<file path="config.mk">
export PLATFORM = sky130hd
export DESIGN_NAME = dmachan_csr
export DESIGN_NICKNAME = d
export VERILOG_FILES = /design/src/rtl/dmachan_pkg.sv /design/src/rtl/dmachan_flag_cell.sv /design/src/rtl/dmachan_start_gen.sv /design/src/rtl/dmachan_rdport.sv /design/src/rtl/dmachan_csr.sv
export SDC_FILE = /design/constraint.sdc
export NUM_CORES = 1
export LEC_CHECK = 0
export CORE_ASPECT_RATIO = 0.9
export CORE_MARGIN = 5
export CORE_UTILIZATION = 57
export DETAILED_ROUTE_END_ITERATION = 12
export DONT_BUFFER_PORTS = 1
export GPL_ROUTABILITY_DRIVEN = 0
export PLACE_DENSITY = 0.71
export SYNTH_ARGS = -nofsm -noshare
export SYNTH_HDL_FRONTEND = slang
export SYNTH_SLANG_ARGS = --single-unit
</file>
<file path="constraint.sdc">
create_clock -name clk -period 1.5 [get_ports clk]
set_input_delay 0.3 -clock clk [delete_from_list [all_inputs] [get_ports clk]]
set_output_delay 0.3 -clock clk [all_outputs]
set_load 0.005 [all_outputs]
</file>
<file path="src/rtl/dmachan_pkg.sv">
package dmachan_pkg;

   localparam int unsigned STAT_W = 16;

   localparam int B_RUN    = 15;
   localparam int B_PAUSE  = 14;
   localparam int B_FLUSH  = 13;
   localparam int B_WAKE   = 12;
   localparam int B_DEAD   = 11;
   localparam int B_ACTIVE = 10;
   localparam int B_RSVD   = 9;
   localparam int B_BT     = 8;

   // Bits the sequencer may set or clear directly
   function automatic bit hw_owned(input int b);
      return (b == B_DEAD) || (b == B_ACTIVE) || (b == B_BT);
   endfunction

   // Bits cleared by a sequencer acknowledge
   function automatic bit ack_cleared(input int b);
      return (b == B_FLUSH);
   endfunction

endpackage

</file>
<file path="src/rtl/dmachan_flag_cell.sv">
module dmachan_flag_cell #(
   parameter bit HW_EN  = 1'b0,
   parameter bit ACK_EN = 1'b0
) (
   input  logic clk,
   input  logic rst,
   input  logic wr_en,
   input  logic wr_val,
   input  logic hw_set,
   input  logic hw_clr,
   input  logic ack,
   output logic q
);

   logic set_g, clr_g, ack_g;

   generate
      if (HW_EN) begin : g_hw
         assign set_g = hw_set;
         assign clr_g = hw_clr;
      end else begin : g_nohw
         logic unused_hw;
         assign unused_hw = hw_set ^ hw_clr;
         assign set_g = 1'b0;
         assign clr_g = 1'b0;
      end

      if (ACK_EN) begin : g_ack
         assign ack_g = ack;
      end else begin : g_noack
         logic unused_ack;
         assign unused_ack = ack;
         assign ack_g = 1'b0;
      end
   endgenerate

   // Priority: hardware set, hardware clear, acknowledge, software write
   always_ff @(posedge clk) begin
      if (rst)        q <= 1'b0;
      else if (set_g) q <= 1'b1;
      else if (clr_g) q <= 1'b0;
      else if (ack_g) q <= 1'b0;
      else if (wr_en) q <= wr_val;
   end

   a_r2_hold_when_idle: assert property (@(posedge clk) disable iff (rst)
      (!wr_en && !set_g && !clr_g && !ack_g) |=> $stable(q));

   generate
      if (HW_EN) begin : g_hw_chk
         a_r10_set_wins: assert property (@(posedge clk) disable iff (rst)
            hw_set |=> q);
         a_r10_clr_over_write: assert property (@(posedge clk) disable iff (rst)
            (hw_clr && !hw_set) |=> !q);
      end
      if (ACK_EN) begin : g_ack_chk
         a_r9_ack_clears: assert property (@(posedge clk) disable iff (rst)
            ack |=> !q);
      end
   endgenerate

endmodule

</file>
<file path="src/rtl/dmachan_start_gen.sv">
module dmachan_start_gen (
   input  logic clk,
   input  logic rst,
   input  logic run,
   input  logic pause,
   output logic start
);

   logic run_d;

   always_ff @(posedge clk) begin
      if (rst) run_d <= 1'b0;
      else     run_d <= run;
   end

   assign start = run & ~run_d & ~pause;

   a_r8_single_cycle: assert property (@(posedge clk) disable iff (rst)
      start |=> !start);
   a_r8_not_paused: assert property (@(posedge clk) disable iff (rst)
      start |-> (run && !pause));

endmodule

</file>
<file path="src/rtl/dmachan_rdport.sv">
module dmachan_rdport #(
   parameter int unsigned ADDR_W = 4,
   parameter logic [ADDR_W-1:0] CTRL_OFS = '0,
   parameter logic [ADDR_W-1:0] STAT_OFS = ADDR_W'(4)
) (
   input  logic              clk,
   input  logic              rst,
   input  logic              bus_valid,
   input  logic              bus_write,
   input  logic [ADDR_W-1:0] bus_addr,
   input  logic [15:0]       stat,
   output logic [31:0]       rdata,
   output logic              rvalid
);

   logic rd_req, rd_hit;

   assign rd_req = bus_valid & ~bus_write;
   assign rd_hit = (bus_addr == CTRL_OFS) || (bus_addr == STAT_OFS);

   always_ff @(posedge clk) begin
      if (rst) begin
         rdata  <= '0;
         rvalid <= 1'b0;
      end else begin
         rvalid <= rd_req;
         if (rd_req) rdata <= rd_hit ? {16'h0000, stat} : 32'h0;
      end
   end

   a_r5_rvalid_follows: assert property (@(posedge clk) disable iff (rst)
      rd_req |=> rvalid);
   a_r5_rvalid_quiet: assert property (@(posedge clk) disable iff (rst)
      !rd_req |=> !rvalid);

endmodule

</file>
<file path="src/rtl/dmachan_csr.sv">
module dmachan_csr
   import dmachan_pkg::*;
#(
   parameter int unsigned ADDR_W    = 4,
   parameter int unsigned DEVSTAT_W = 8,
   parameter logic [ADDR_W-1:0] CTRL_OFS = '0,
   parameter logic [ADDR_W-1:0] STAT_OFS = ADDR_W'(4)
) (
   input  logic                 clk,
   input  logic                 rst,
   input  logic                 bus_valid,
   input  logic                 bus_write,
   input  logic [ADDR_W-1:0]    bus_addr,
   input  logic [31:0]          bus_wdata,
   output logic [31:0]          bus_rdata,
   output logic                 bus_rvalid,
   output logic                 ch_run,
   output logic                 ch_pause,
   output logic                 ch_flush,
   output logic                 ch_wake,
   output logic                 ch_dead,
   output logic                 ch_active,
   output logic                 ch_bt,
   output logic [DEVSTAT_W-1:0] ch_devstat,
   output logic                 seq_start,
   input  logic                 seq_flush_done,
   input  logic                 hw_set_active,
   input  logic                 hw_clr_active,
   input  logic                 hw_set_dead,
   input  logic                 hw_clr_dead,
   input  logic                 hw_set_bt,
   input  logic                 hw_clr_bt
);

   localparam int unsigned MASK_LSB = STAT_W;

   generate
      if (DEVSTAT_W < 1 || DEVSTAT_W > 8) begin : g_bad_devstat
         $error("dmachan_csr: DEVSTAT_W must be 1..8");
      end
      if (ADDR_W < 3) begin : g_bad_addr
         $error("dmachan_csr: ADDR_W must be at least 3");
      end
      if (CTRL_OFS == STAT_OFS) begin : g_bad_ofs
         $error("dmachan_csr: control and status offsets must differ");
      end
   endgenerate

   logic [STAT_W-1:0] stat;
   logic [STAT_W-1:0] hw_set_v, hw_clr_v, ack_v;
   logic              wr_ctrl;

   assign wr_ctrl = bus_valid & bus_write & (bus_addr == CTRL_OFS);

   always_comb begin
      hw_set_v           = '0;
      hw_clr_v           = '0;
      ack_v              = '0;
      hw_set_v[B_ACTIVE] = hw_set_active;
      hw_clr_v[B_ACTIVE] = hw_clr_active;
      hw_set_v[B_DEAD]   = hw_set_dead;
      hw_clr_v[B_DEAD]   = hw_clr_dead;
      hw_set_v[B_BT]     = hw_set_bt;
      hw_clr_v[B_BT]     = hw_clr_bt;
      ack_v[B_FLUSH]     = seq_flush_done;
   end

   generate
      for (genvar i = 0; i < STAT_W; i++) begin : g_bit
         if (i == B_RSVD || (i < 8 && i >= DEVSTAT_W)) begin : g_none
            logic unused_b;
            assign unused_b = ^{bus_wdata[i], bus_wdata[MASK_LSB+i],
                                hw_set_v[i], hw_clr_v[i], ack_v[i]};
            assign stat[i] = 1'b0;
         end else begin : g_cell
            dmachan_flag_cell #(
               .HW_EN  (hw_owned(i)),
               .ACK_EN (ack_cleared(i))
            ) u_cell (
               .clk    (clk),
               .rst    (rst),
               .wr_en  (wr_ctrl & bus_wdata[MASK_LSB+i]),
               .wr_val (bus_wdata[i]),
               .hw_set (hw_set_v[i]),
               .hw_clr (hw_clr_v[i]),
               .ack    (ack_v[i]),
               .q      (stat[i])
            );
         end
      end
   endgenerate

   assign ch_run     = stat[B_RUN];
   assign ch_pause   = stat[B_PAUSE];
   assign ch_flush   = stat[B_FLUSH];
   assign ch_wake    = stat[B_WAKE];
   assign ch_dead    = stat[B_DEAD];
   assign ch_active  = stat[B_ACTIVE];
   assign ch_bt      = stat[B_BT];
   assign ch_devstat = stat[DEVSTAT_W-1:0];

   generate
      if (DEVSTAT_W < 8) begin : g_devpad
         logic unused_pad;
         assign unused_pad = ^stat[7:DEVSTAT_W];
      end
   endgenerate

   dmachan_start_gen u_start (
      .clk   (clk),
      .rst   (rst),
      .run   (stat[B_RUN]),
      .pause (stat[B_PAUSE]),
      .start (seq_start)
   );

   dmachan_rdport #(
      .ADDR_W   (ADDR_W),
      .CTRL_OFS (CTRL_OFS),
      .STAT_OFS (STAT_OFS)
   ) u_rd (
      .clk       (clk),
      .rst       (rst),
      .bus_valid (bus_valid),
      .bus_write (bus_write),
      .bus_addr  (bus_addr),
      .stat      (stat),
      .rdata     (bus_rdata),
      .rvalid    (bus_rvalid)
   );

   logic any_hw;
   assign any_hw = |{hw_set_v, hw_clr_v, ack_v};

   a_r4_other_write_ignored: assert property (@(posedge clk) disable iff (rst)
      (bus_valid && bus_write && bus_addr != CTRL_OFS && !any_hw) |=> $stable(stat));
   a_r3_rsvd_untouched: assert property (@(posedge clk) disable iff (rst)
      wr_ctrl |=> (bus_rdata[B_RSVD] == 1'b0));

endmodule

</file>
==> results by group <==
Floorplan
  • Die Ht: between 50 and 60 um
  • Die Wd: ~65 um
  • DIE AREA: ~0.0038 mm2
  • Starting density of the core: 0.611
  • # IOs: between 90 and 100
  • Core ar.: 0.00251 mm2
  • Num rows: 17

Timing
  • Setup TNS: 0 ps
  • Setup violators final: 0
  • Hold slack final: between 20 and 25 ps
  • Worst Skew: between 10 and 15 ps
  • Tcrit/Tclk final: 0.877
  • RSZ-0062 raised after global routing: no
  • Achievable frequency: 761 MHz
  • Slew Limit Fails: 0
  • Relative slew slack: 0.584
  • Period minus WS final: ~1300 ps
  • Hold Fails Final Rpt: 0
  • Actual slew at the worst max-slew pin: roughly 620 ps

Global route
  • Initial antenna violation count: 0
  • First-pass GRT wire length: 5.62 mm
  • Vias in the first global route: ~1.2k
  • GRT overflow: 0
  • GRT Util Overall: 0.191
  • Largest net degree at the start of global routing: 33

Placed design
  • Hpwl dp: approximately 2.7 mm
  • Number of port buffers: 0

Power
  • Pleak: roughly 0.00058 uW
  • Max VDD drop: ~0.00072 V
  • Power Total: between 1500 and 2000 uW
  • Power Density: approximately 1100 mW/mm2

Clock tree
  • Cts repair resizes: 0
  • Post-CTS setup buffer count: 0
  • Root Buffer: clkbuf_4
  • Clk sinks: 32
  • Longest Clk Path Bufs: 2
  • CTS H-tree depth: 2
  • CTS tree: built
  • CTS Hold Bufs: 0
  • Clk pin slew, worst setup/hold paths: ~100 ps
  • TritonCTS buffer count: 5
  • Worst-Skew Late Latency: between 300 and 400 ps

Setup path
  • Max FO, Critical Path: 4
  • Kind of critical path: reg -> out
  • Worst endpoint required time: 1200 ps
  • Setup crit end kind: output pin
  • Worst path slowest cell: dfxtp_1
  • Critical path, cell by cell: nor3b_1
  • Worst EP arrival: just over 1000 ps
  • WP buf/inv: 0
  • CP startpoint kind: flip-flop
  • Critical Path Max Stage Delay: between 400 and 500 ps
  • Crit-path leading delay family: flip-flops

Final layout
  • Area added between synthesis and finish: 0%
  • Fraction of layout cells with a size suffix above 1: 0.0934
  • Finished Core Util: 0.611
  • # diodes: 0
  • Nets: 228

Routing
  • Vias: between 1k and 1.5k
  • Final wirelength: ~3.6 mm
  • Avg WL per Cell: between 15 and 20 um
  • DR iter-0 viols: 59
  • Pre-Repair DR Iteration Count: 4
  • Via/cell ratio: 5.88
  • Antenna viol nets, final: 0
  • DRC violations left: 0

Synthesis
  • YS warnings: 0
  • Synth Area in Simple Gates: 0.202
  • Mapped Avg Cell Area: 8.07 um2
  • Register area share after synthesis: 0.418
  • Yosys top cell by area: dfxtp_1
  • Largest family of logic cells by synthesized area: simple AND/OR/NAND/NOR gates
  • Compound-Gate Fraction of Synth Area: 0.172
  • Post-Synth XOR/XNOR Area: 0
  • Adder-Cell Fraction of Synth Area: 0
  • Synthesized netlist cell count: between 150 and 200
  • Synth cell types: 25
  • Share of the synthesized area in the top cell type: 0.418
  • Register bit total from synthesis: 32
  • Post-Syn Area: 0.00153 mm2
  • Multiplexer area fraction after synthesis: 0.00735
  • Synth area leaders: dfxtp_1 42%, buf_4 12%, a21oi_1 8.2%

Job
  • Max-Cap Viols: 0

Run status
  • Status: finished clean

Worst hold path
  • Hold WC Path Type: in -> reg
layout by cell type, fill, tap and decap left out, drive strengths merged:
cell    netlist  final
buf          28      6
a211oi        1      1
nand3b        1      1
nor3b         1      1
nand4        11     11
o31ai        11     11
nor2b         3      3
bufinv        0      1
nand2        18     18
mux2          1      1
and3b         1      1
inv          17     17
dfxtp        32     32
nor2          1      1
a311o         3      3
nor3          1      1
a21oi        25     25
clkbuf       10      7
nand2b        1      1
conb          1     17
a31oi         3      3
or3           1      1
or4           3      3
and3          1      1
nand3        15     15
Yosys cell counts:
library cell and instances:
nor3b_1 1, or3_4 1, nor2_1 1, nand4_1 11, nor3_1 1, conb_1 1, and3_1 1, a311o_1 3
and3b_1 1, or4_1 3, clkbuf_1 10, buf_2 3, a21oi_1 25, a211oi_1 1, dfxtp_1 32, nand3_1 15
nand2b_1 1, nor2b_1 3, nand2_1 18, inv_1 17, mux2_2 1, nand3b_1 1, o31ai_1 11, buf_4 25
a31oi_1 3
cells by family (layout without fill, tap and decap cells):
logic type	Yosys count	in the layout
multiplexers	1	1
other	1	17
flip-flops	32	32
buffers and inverters	55	31
AND/OR/NAND/NOR	58	58
AO/OA/AOI/OAI	43	43
power breakdown:
| group | switching, uW | internal (uW) | total [uW] |
|---|---|---|---|
| logic | 59.2 | 26.5 | 85.7 |
| clock network | 288 | 442 | 730 |
| registers | 9.12 | 857 | 867 |
layer usage:
| metal | GRT usage | vias up | wire length, um |
|---|---|---|---|
| met1 | 0.234 | 554 | 1460 |
| li1 | - | 601 | - |
| met3 | 0.0664 | 7 | 404 |
| met4 | 0.0633 | 0 | 42 |
| met2 | 0.316 | 72 | 1750 |
| met5 | 0 | - | 0 |
through the flow:
stage               cells  worst slack, ps  area [um2]
detailed placement    202             19.0        1440
CTS                   210              157        1530
global placement      202             55.8        1440
floorplan             206              101        1590
finish                210              185        1530
global route          210              123        1530
worst paths after layout:
path              slack, ps                  endpoint  cells after the start                 startpoint
setup / recovery        190                 seq_start                      1  g_bit[15].g_cell.u_cell.q
hold / removal           20             u_rd.rdata[0]                      1                        rst
setup reg to reg        550  g_bit[8].g_cell.u_cell.q                      3   g_bit[8].g_cell.u_cell.q
hold reg to reg         470            u_rd.rdata[12]                      2             u_rd.rdata[12]
registers in the layout, summed over array words and instances (netlist names):
| signal | count |
|---|---|
| g_bit.g_cell.u_cell.q | 15 |
| u_rd.rdata | 15 |
| u_rd.rvalid | 1 |
| u_start.run_d | 1 |
area by class of cell:
type | count | area, um2
Fill cell | 235 | 977
Multi-Input combinational cell | 119 | 653
Sequential cell | 32 | 641
Clock buffer | 7 | 65.1
Inverter | 17 | 63.8
Timing Repair Buffer | 6 | 45.0
Tap cell | 28 | 35.0
Clock inverter | 1 | 30.0
Power figures use the tool's default switching activity.
